**config.mk**
```make
export PLATFORM = sky130hd
export DESIGN_NAME = range_maint_splitter
export DESIGN_NICKNAME = d
export VERILOG_FILES = /design/src/rtl/rms_pkg.sv /design/src/rtl/rms_line_math.sv /design/src/rtl/rms_body_plan.sv /design/src/rtl/rms_chunk.sv /design/src/rtl/range_maint_splitter.sv
export SDC_FILE = /design/constraint.sdc
export NUM_CORES = 1
export LEC_CHECK = 0
export ABC_CLOCK_PERIOD_IN_PS = 6400
export BUFFER_PORTS_ARGS = -buffer_cell sky130_fd_sc_hd__buf_2
export CAP_MARGIN = 20
export CORE_MARGIN = 2
export CORE_UTILIZATION = 60
export DETAILED_ROUTE_END_ITERATION = 16
export PLACE_DENSITY_LB_ADDON = 0.2
export SETUP_SLACK_MARGIN = 0.02
export SYNTH_ARGS = -nofsm -noshare
export SYNTH_HDL_FRONTEND = slang
export SYNTH_SLANG_ARGS = --single-unit
```
**constraint.sdc**
```tcl
create_clock -name clk_i -period 6.4 [get_ports clk_i]
set_clock_uncertainty 0.2 [all_clocks]
set_input_delay 0.32 -clock clk_i [delete_from_list [all_inputs] [get_ports clk_i]]
set_output_delay 0.32 -clock clk_i [all_outputs]
set_load 0.03 [all_outputs]
```
**src/rtl/rms_pkg.sv**
```systemverilog
package rms_pkg;
  localparam logic [1:0] SCOPE_RANGE = 2'd0;
  localparam logic [1:0] SCOPE_ALL   = 2'd1;
  localparam logic [1:0] SCOPE_SYNC  = 2'd2;

  localparam logic [2:0] OP_INV   = 3'd0;
  localparam logic [2:0] OP_FLUSH = 3'd2;

  typedef enum logic [2:0] {
    ST_IDLE, ST_EDGE_LO, ST_CHK, ST_EDGE_HI, ST_BODY, ST_CHUNK, ST_ALL, ST_SYNC
  } state_e;
endpackage

```
**src/rtl/rms_line_math.sv**
```systemverilog
module rms_line_math #(
  parameter int ADDR_W  = 32,
  parameter int LINE_LG = 7
) (
  input  logic [ADDR_W-1:0] addr_i,
  output logic [ADDR_W-1:0] down_o,
  output logic              partial_o
);
  assign down_o    = {addr_i[ADDR_W-1:LINE_LG], {LINE_LG{1'b0}}};
  assign partial_o = |addr_i[LINE_LG-1:0];
endmodule

```
**src/rtl/rms_body_plan.sv**
```systemverilog
module rms_body_plan #(
  parameter int ADDR_W  = 32,
  parameter int LINE_LG = 7
) (
  input  logic [ADDR_W-1:0] base_i,
  input  logic [ADDR_W-1:0] end_i,
  output logic              whole_o,
  output logic [ADDR_W-1:0] size_o
);
  localparam logic [ADDR_W-1:0] LMASK = {{(ADDR_W-LINE_LG){1'b0}}, {LINE_LG{1'b1}}};
  localparam logic [ADDR_W-1:0] WRAP_TH = ~LMASK;

  logic [ADDR_W-1:0] diff;
  assign diff    = end_i - base_i;
  assign whole_o = diff >= WRAP_TH;
  // only used when !whole_o, so the round-up cannot carry out
  assign size_o  = (diff + LMASK) & ~LMASK;
endmodule

```
**src/rtl/rms_chunk.sv**
```systemverilog
module rms_chunk #(
  parameter int ADDR_W   = 32,
  parameter int LINE_LG  = 7,
  parameter int CHUNK_LG = 22
) (
  input  logic [ADDR_W-1:0] rem_i,
  output logic [ADDR_W-1:0] take_o,
  output logic              last_o
);
  localparam logic [ADDR_W-1:0] ONE  = {{(ADDR_W-1){1'b0}}, 1'b1};
  localparam logic [ADDR_W-1:0] CMAX = (ONE << CHUNK_LG) - (ONE << LINE_LG);

  assign last_o = rem_i <= CMAX;
  assign take_o = last_o ? rem_i : CMAX;
endmodule

```
**src/rtl/range_maint_splitter.sv**
```systemverilog
module range_maint_splitter #(
  parameter int ADDR_W   = 32,
  parameter int LINE_LG  = 7,
  parameter int CHUNK_LG = 22
) (
  input  logic              clk_i,
  input  logic              rst_ni,
  input  logic              req_valid_i,
  output logic              req_ready_o,
  input  logic [ADDR_W-1:0] req_start_i,
  input  logic [ADDR_W-1:0] req_end_i,
  input  logic [2:0]        req_op_i,
  output logic              cmd_valid_o,
  output logic [1:0]        cmd_scope_o,
  output logic [ADDR_W-1:0] cmd_addr_o,
  output logic [ADDR_W-1:0] cmd_size_o,
  output logic [2:0]        cmd_op_o,
  input  logic              cmd_done_i
);
  import rms_pkg::*;

  localparam logic [ADDR_W-1:0] ONE_W  = {{(ADDR_W-1){1'b0}}, 1'b1};
  localparam logic [ADDR_W-1:0] LINE_W = ONE_W << LINE_LG;
  localparam logic [ADDR_W:0]   LINE_X = {1'b0, LINE_W};
  localparam logic [ADDR_W-1:0] CMAX   = (ONE_W << CHUNK_LG) - LINE_W;

  state_e            st_q;
  logic [ADDR_W:0]   s_q;    // extra bit: start may step past the top line
  logic [ADDR_W-1:0] e_q, cur_q, rem_q;
  logic [2:0]        op_q;

  logic [ADDR_W-1:0] s_down, e_down, req_down, plan_size, take;
  logic              s_part, e_part, req_part, plan_whole, last_chunk, fire;

  rms_line_math #(.ADDR_W(ADDR_W), .LINE_LG(LINE_LG)) u_lm_req (
    .addr_i(req_start_i), .down_o(req_down), .partial_o(req_part));
  rms_line_math #(.ADDR_W(ADDR_W), .LINE_LG(LINE_LG)) u_lm_s (
    .addr_i(s_q[ADDR_W-1:0]), .down_o(s_down), .partial_o(s_part));
  rms_line_math #(.ADDR_W(ADDR_W), .LINE_LG(LINE_LG)) u_lm_e (
    .addr_i(e_q), .down_o(e_down), .partial_o(e_part));

  rms_body_plan #(.ADDR_W(ADDR_W), .LINE_LG(LINE_LG)) u_plan (
    .base_i(s_down), .end_i(e_q), .whole_o(plan_whole), .size_o(plan_size));

  rms_chunk #(.ADDR_W(ADDR_W), .LINE_LG(LINE_LG), .CHUNK_LG(CHUNK_LG)) u_chunk (
    .rem_i(rem_q), .take_o(take), .last_o(last_chunk));

  assign req_ready_o = (st_q == ST_IDLE);
  assign cmd_valid_o = st_q inside {ST_EDGE_LO, ST_EDGE_HI, ST_CHUNK, ST_ALL, ST_SYNC};
  assign fire        = cmd_valid_o && cmd_done_i;

  always_comb begin
    cmd_scope_o = SCOPE_RANGE;
    cmd_addr_o  = '0;
    cmd_size_o  = '0;
    cmd_op_o    = op_q;
    unique case (st_q)
      ST_EDGE_LO: begin cmd_addr_o = s_down; cmd_size_o = LINE_W; cmd_op_o = OP_FLUSH; end
      ST_EDGE_HI: begin cmd_addr_o = e_down; cmd_size_o = LINE_W; cmd_op_o = OP_FLUSH; end
      ST_CHUNK:   begin cmd_addr_o = cur_q;  cmd_size_o = take; end
      ST_ALL:     cmd_scope_o = SCOPE_ALL;
      ST_SYNC:    begin cmd_scope_o = SCOPE_SYNC; cmd_op_o = '0; end
      default:    cmd_op_o = '0;
    endcase
  end

  always_ff @(posedge clk_i or negedge rst_ni) begin
    if (!rst_ni) begin
      st_q  <= ST_IDLE;
      s_q   <= '0;
      e_q   <= '0;
      cur_q <= '0;
      rem_q <= '0;
      op_q  <= '0;
    end else begin
      unique case (st_q)
        ST_IDLE: if (req_valid_i) begin
          s_q  <= {1'b0, req_start_i};
          e_q  <= req_end_i;
          op_q <= req_op_i;
          if (req_op_i != OP_INV) st_q <= ST_BODY;
          else                    st_q <= req_part ? ST_EDGE_LO : ST_CHK;
        end
        ST_EDGE_LO: if (fire) begin
          s_q  <= {1'b0, s_down} + LINE_X;
          st_q <= ST_CHK;
        end
        ST_CHK: begin
          if (s_q >= {1'b0, e_q}) st_q <= ST_SYNC;
          else if (e_part)        st_q <= ST_EDGE_HI;
          else                    st_q <= ST_BODY;
        end
        ST_EDGE_HI: if (fire) begin
          e_q  <= e_down;
          st_q <= (s_q >= {1'b0, e_down}) ? ST_SYNC : ST_BODY;
        end
        ST_BODY: begin
          cur_q <= s_down;
          rem_q <= plan_size;
          if (plan_whole)          st_q <= ST_ALL;
          else if (plan_size == 0) st_q <= ST_SYNC;
          else                     st_q <= ST_CHUNK;
        end
        ST_CHUNK: if (fire) begin
          cur_q <= cur_q + take;
          rem_q <= rem_q - take;
          st_q  <= last_chunk ? ST_SYNC : ST_CHUNK;
        end
        ST_ALL:  if (fire) st_q <= ST_SYNC;
        ST_SYNC: if (fire) st_q <= ST_IDLE;
        default: st_q <= ST_IDLE;
      endcase
    end
  end

  logic unused_req;
  assign unused_req = |req_down;

  p_range_aligned_r1: assert property (@(posedge clk_i) disable iff (!rst_ni)
    cmd_valid_o && cmd_scope_o == SCOPE_RANGE |-> cmd_addr_o[LINE_LG-1:0] == '0);
  p_size_lines_r2: assert property (@(posedge clk_i) disable iff (!rst_ni)
    cmd_valid_o && cmd_scope_o == SCOPE_RANGE |->
      cmd_size_o[LINE_LG-1:0] == '0 && cmd_size_o != '0);
  p_whole_fields_r3: assert property (@(posedge clk_i) disable iff (!rst_ni)
    cmd_valid_o && cmd_scope_o == SCOPE_ALL |-> cmd_addr_o == '0 && cmd_size_o == '0);
  p_chunk_cap_r4: assert property (@(posedge clk_i) disable iff (!rst_ni)
    cmd_valid_o && cmd_scope_o == SCOPE_RANGE |-> cmd_size_o <= CMAX);
  p_edge_flush_r5: assert property (@(posedge clk_i) disable iff (!rst_ni)
    cmd_valid_o && cmd_scope_o == SCOPE_RANGE && op_q == OP_INV && cmd_op_o != OP_INV
      |-> cmd_op_o == OP_FLUSH && cmd_size_o == LINE_W);
  p_sync_last_r8: assert property (@(posedge clk_i) disable iff (!rst_ni)
    cmd_valid_o && cmd_scope_o == SCOPE_SYNC && cmd_done_i |=> req_ready_o);
  p_hold_r9: assert property (@(posedge clk_i) disable iff (!rst_ni)
    cmd_valid_o && !cmd_done_i |=> cmd_valid_o && $stable(cmd_addr_o) &&
      $stable(cmd_size_o) && $stable(cmd_scope_o) && $stable(cmd_op_o));
  p_ready_idle_r10: assert property (@(posedge clk_i) disable iff (!rst_ni)
    req_ready_o |-> !cmd_valid_o);
endmodule

```
### After elaboration in Yosys (flattened, before gate mapping)

Cells that the tools add are included.

| cells by class | value |
|---|---|
| add/subtract/negate cells | 5 |
| magnitude comparators | 4 |
| equality and inequality tests | 13 |
| muxes and demuxes | 30 |
| bitwise operators | 1 |
| reductions and logical operators | 18 |

Operator list:

| operator | count |
|---|---|
| $pmux 32 s2 | 4 |
| $mux 32 | 4 |
| $pmux 32 s3 | 1 |
| $ge 33x32->1 | 2 |
| $mux 33 | 2 |
| $pmux 33 s2 | 1 |
| $sub 32x32->32 | 2 |
| $add 32x8->33 const B | 1 |
| $add 32x32->32 | 1 |
| $add 32x7->32 const B | 1 |
| $ge 32x32->1 const B | 1 |
| $le 32x22->1 const B | 1 |
| $logic_not 32->1 | 1 |
| $mux 3 | 9 |
| $pmux 3 s8 | 1 |
| $reduce_or 7->1 | 2 |
| $eq 3x3->1 const B | 4 |
| $ne 2x2->1 const B | 6 |
| $mux 2 | 5 |
| $reduce_and 3->1 | 3 |
| $mux 7 | 1 |
| $eq 3x2->1 const B | 2 |
| $pmux 3 s2 | 1 |
| $reduce_and 6->1 | 1 |
| 10 further kinds | 14 |

| word-level totals | value |
|---|---|
| register bits after elaboration | 135 |
| input bits | 71 |
| logic and storage cells | 78 |

### Longest topological paths before layout

| depth | value |
|---|---|
| word-level depth | 6 |
| depth in mapped cells | 19 |
| depth with buffers taken out | 18 |

### Modules after synthesis

From an unflattened synthesis, not the netlist that was laid out.

| second synthesis, totals | value |
|---|---|
| cells, all modules | 2217 |
| area, all modules | 16186.8 um^2 |

Modules (own cells, without submodules):

| module | times used | cells each | area an instance (um^2) | sequential area each (um^2) |
|---|---|---|---|---|
| range_maint_splitter | 1 | 1645 | 12301.8 | 3378.2 |
| rms_body_plan | 1 | 412 | 2751.4 | 0.0 |
| rms_line_math | 3 | 36 | 259.0 | 0.0 |
| rms_chunk | 1 | 52 | 356.6 | 0.0 |

### Worst setup path after synthesis

Ideal clock, no wire load.

| timing path | value |
|---|---|
| path type | register to register |
| from | reg rem_q[2] |
| to | reg cur_q[30] |
| setup time | 0.077 ns |
| arrival time | 4.262 ns |
| path slack | 1.860 ns |
| stages on the path, launching flop included | 20 |
| clock period less this slack | 4.540 ns |
| path through | dfrtp_1 -> or4_1 -> nor2_1 -> nand3_1 -> a31oi_1 -> clkbuf_1 -> and2_1 -> ha_1 -> inv_1 -> fa_1 -> nor2b_1 -> o31ai_1 -> a22oi_1 -> a221oi_1 -> o21ai_0 -> a21oi_1 -> a21oi_1 -> a31oi_1 -> xor2_1 -> a21oi_1 |

| on the way | value |
|---|---|
| word-level cells in the longest chain between the ends | 5 |

Ends and longest elaborated chain:

| what | RTL line | source |
|---|---|---|
| start, declared | range_maint_splitter.sv:29 | `logic [ADDR_W-1:0] e_q, cur_q, rem_q;` |
| start signal, assigned | range_maint_splitter.sv:99 | `rem_q <= plan_size;` |
| start signal, assigned | range_maint_splitter.sv:106 | `rem_q <= rem_q - take;` |
| $le 32x22->1 | rms_chunk.sv:13 | `assign last_o = rem_i <= CMAX;` |
| $mux 32 (*) | rms_chunk.sv:14 | `assign take_o = last_o ? rem_i : CMAX;` |
| $add 32x32->32 (*) | range_maint_splitter.sv:105 | `cur_q <= cur_q + take;` |
| $mux 32 (*) | range_maint_splitter.sv:104 | `ST_CHUNK: if (fire) begin` |
| $pmux 32 s2 (*) | range_maint_splitter.sv:76 | `unique case (st_q)` |
| end signal, assigned | range_maint_splitter.sv:98 | `cur_q <= s_down;` |
| end signal, assigned | range_maint_splitter.sv:105 |  |
| end, declared | range_maint_splitter.sv:29 |  |

Mark *: on every way between the ends. The rest lies on a longest branch, timed or not. The select of a mux whose other input is x is not followed.
A chain may end at the register's enable or synchronous reset.

### Final worst setup path

| timing path | value |
|---|---|
| from | reg rem_q[7] |
| to | reg cur_q[30] |

The elaborated chain is that of the path after synthesis.

==> impl_metrics.env <==
export IMPL_tritoncts_clock_tree="done"
export IMPL_io_buffers=131
export IMPL_asyncSetResetFlopFracSynth=1.000
export IMPL_syn_mean_instance_area_um2=7.567
export IMPL_route_detailed_vias_per_inst=6.368
export IMPL_crit_arrival_ns=5.21
export IMPL_htree_levels=4
export IMPL_drv_max_cap_violation_count=0
export IMPL_post_route_drc_count=0
export IMPL_clkLatencyLatePin_ns=0.44
export IMPL_end_kind="register"
export IMPL_crit_reg2reg_launch="rem_q[7]"
export IMPL_reg2regPathDepth=19
export IMPL_drt_total_wl_mm=38.62
export IMPL_synthToLayoutAreaGrowth_pct=16.46
export IMPL_drt_pass1_iter_count=6
export IMPL_reg2reg_slack_ns=1.26
export IMPL_number_of_cell_rows=52
export IMPL_numCtsBuffers=17
export IMPL_detailed_place_hpwl_mm=27.21
export IMPL_stdcell_count=2030
export IMPL_initial_utilization=0.6072
export IMPL_clkSinkCount=135
export IMPL_dp_cells=1944
export IMPL_clk_transition_reported_paths_ns=0.06
export IMPL_post_cts_resize_count=0
export IMPL_synth_edf_count=0
export IMPL_cell_area_after_synthesis_um2=12170
export IMPL_postSynth_topFlopCell="dfrtp_1"
export IMPL_slew_worst_pin_ns=1.092
export IMPL_startpoint_type="register"
export IMPL_placeableCoreArea_um2=20040
export IMPL_worstHoldPathType="input port to register"
export IMPL_setup_repair_after_global_routing_missed_its_margin="false"
export IMPL_hold_buffers=54
export IMPL_dieArea_um2=21430
export IMPL_first_global_vias=11910
export IMPL_synth_seq_cells=135
export IMPL_fillerInstances=1671
export IMPL_grt_pass1_wl_mm=62.13
export IMPL_yosysWarningCount=0
export IMPL_synth_top_cells_by_count="a21oi_1 (210), nor2_1 (137), dfrtp_1 (135)"
export IMPL_finalSetupViolations=0
export IMPL_clock_path_buffers=2
export IMPL_share_of_layout_cells_above_drive_strength_1=0.1148
export IMPL_initialDrtViolationCount=1567
export IMPL_total_overflow_reported_by_the_global_router=0
export IMPL_die_h_um=146.4
export IMPL_synth_sequential_area_ratio=0.2776
export IMPL_crit_path_start="rem_q[7]"
export IMPL_sequential_cell_area_um2=3379
export IMPL_final_min_clock_period_ns=5.137
export IMPL_synthesis_instances=1608
export IMPL_crit_path_max_fanout=17
export IMPL_worst_ep_required_time_ns=6.47
export IMPL_cts_setup_buffers=0
export IMPL_final_setup_tns_ns=0
export IMPL_num_antenna_cells=0
export IMPL_regToRegEndpoint="cur_q[30]"
export IMPL_number_of_pins_with_negative_max_slew_slack_in_the_final_report=0
export IMPL_slew_headroom=0.2714
export IMPL_num_vias=12930
export IMPL_worstSetupEndpoint="cur_q[30]"
export IMPL_finalNetCount=1910
export IMPL_post_synth_main_area_contributors="dfrtp_1 (28%), ha_1 (9.3%), a21oi_1 (8.6%), o21ai_0 (5.2%), nor2_1 (4.2%)"
export IMPL_netlist_area_leader_share=0.2776
export IMPL_fp_dieW_um=146.4
export IMPL_synth_distinct_cells=79
export IMPL_finalHoldViolations=0
export IMPL_synthDominantAreaCellType="dfrtp_1"
export IMPL_clockRootBuffer="clkbuf_16"
export IMPL_achievable_frequency_mhz=194.7
export IMPL_post_route_period_util=0.8026
export IMPL_wire_per_inst_um=19.02
export IMPL_initial_antenna_violation_count=0
export IMPL_top_level_ports=142
export IMPL_grt_max_degree=70
export IMPL_multiInputGateArea_um2=8144
export IMPL_yosysMostFrequentCell="a21oi_1"
export IMPL_ant_nets=0
export IMPL_status="finished, final reports clean"
export IMPL_gpl_final_weighted_congestion=0.9750
export IMPL_timing_worst_setup_path_type="register to register"
export IMPL_grt_use_total=0.3597
-- cell families after synthesis --
logic type,synth area share
muxes,0.02231
adders and majority gates,0.09584
xor gates and xnor gates,0.04823
AOI/OAI and AO/OA,0.2733
and+or+nand+nor,0.2205
other,0.0003082
DFF,0.2776
buffers and inverters,0.06190
-- layout by cell type (no fill, tap or decap), types with 20 or more instances in the layout --
cell type / n
o21ai_0: 127
a21o_1: 22
dlygate4sd3_1: 54
and3_1: 33
conb_1: 20
mux2i_1: 26
inv_1: 87
xnor2_1: 36
dfrtp_1: 134
nand2_1: 134
o22ai_1: 46
ha_1: 90
nor2_1: 135
nor3_1: 42
nand3_1: 74
xor2_1: 31
and2_1: 26
a21oi_1: 208
buf_2: 130
-- critical path, stage by stage (launching register included) --
cell and delay [ns]:
dfrtp_1 0.47, and3_1 0.30, nand3_1 0.13, nor4_1 0.70
a31oi_4 0.31, and2_1 0.25, ha_1 0.19, inv_1 0.07
fa_1 0.19, nor2b_1 0.06, o31ai_1 0.34, a22oi_1 0.26
a221oi_1 0.36, buf_4 0.20, o21ai_0 0.16, a21oi_1 0.19
a21oi_1 0.12, a31oi_1 0.21, xor2_1 0.18, a21oi_1 0.09
-- cell type report --
class                           count  area share
Inverter                           88     0.02331
Tap cell                          270     0.02384
Sequential cell                   135      0.2385
Multi-Input combinational cell   1303      0.5747
Clock buffer                       17     0.03002
Timing Repair Buffer              202     0.09438
Clock inverter                     15     0.01527
-- sequential cells by signal (all words and copies together) (netlist names) --
name / count
rem_q: 32
s_q: 33
cur_q: 32
op_q: 3
e_q: 32
st_q: 3
-- per-layer routing --
| metal | wire, um | global-route usage |
|---|---|---|
| met3 | 3771 | 0.06375 |
| met5 | 0 | 0 |
| met1 | 16800 | 0.5174 |
| met4 | 1196 | 0.1369 |
| met2 | 16850 | 0.5425 |
-- worst min-delay path by stage --
| stage | start | end | slack [ns] | cells past startpoint |
|---|---|---|---|---|
| final | req_start_i[20] | s_q[20] | 0.007 | 3 |
| after global routing | req_start_i[21] | s_q[21] | 0.02 | 3 |
| after CTS | req_start_i[28] | s_q[28] | 0.002 | 3 |
| after detailed placement | rst_ni | rem_q[6] | 0.17 | 1 |
| after global placement | rst_ni | rem_q[6] | 0.17 | 1 |
| after floorplan | rst_ni | cur_q[0] | -0.18 | 0 |
-- metrics by stage --
stage                 util  setup WS, ns  cell area (um2)  hold WS, ns
finish              0.7072         1.263            14170     0.007008
global route        0.7072        0.7734            14170      0.02106
CTS                 0.7072         1.350            14170     0.001703
detailed placement  0.6482         1.390            12990       0.1712
global placement    0.6474         1.500            12970       0.1733
floorplan                -         1.860            12240      -0.1756
Power is left out: the tool's default activity adds up to more than one toggle a clock period on the data nets, which glitch-free logic cannot reach.
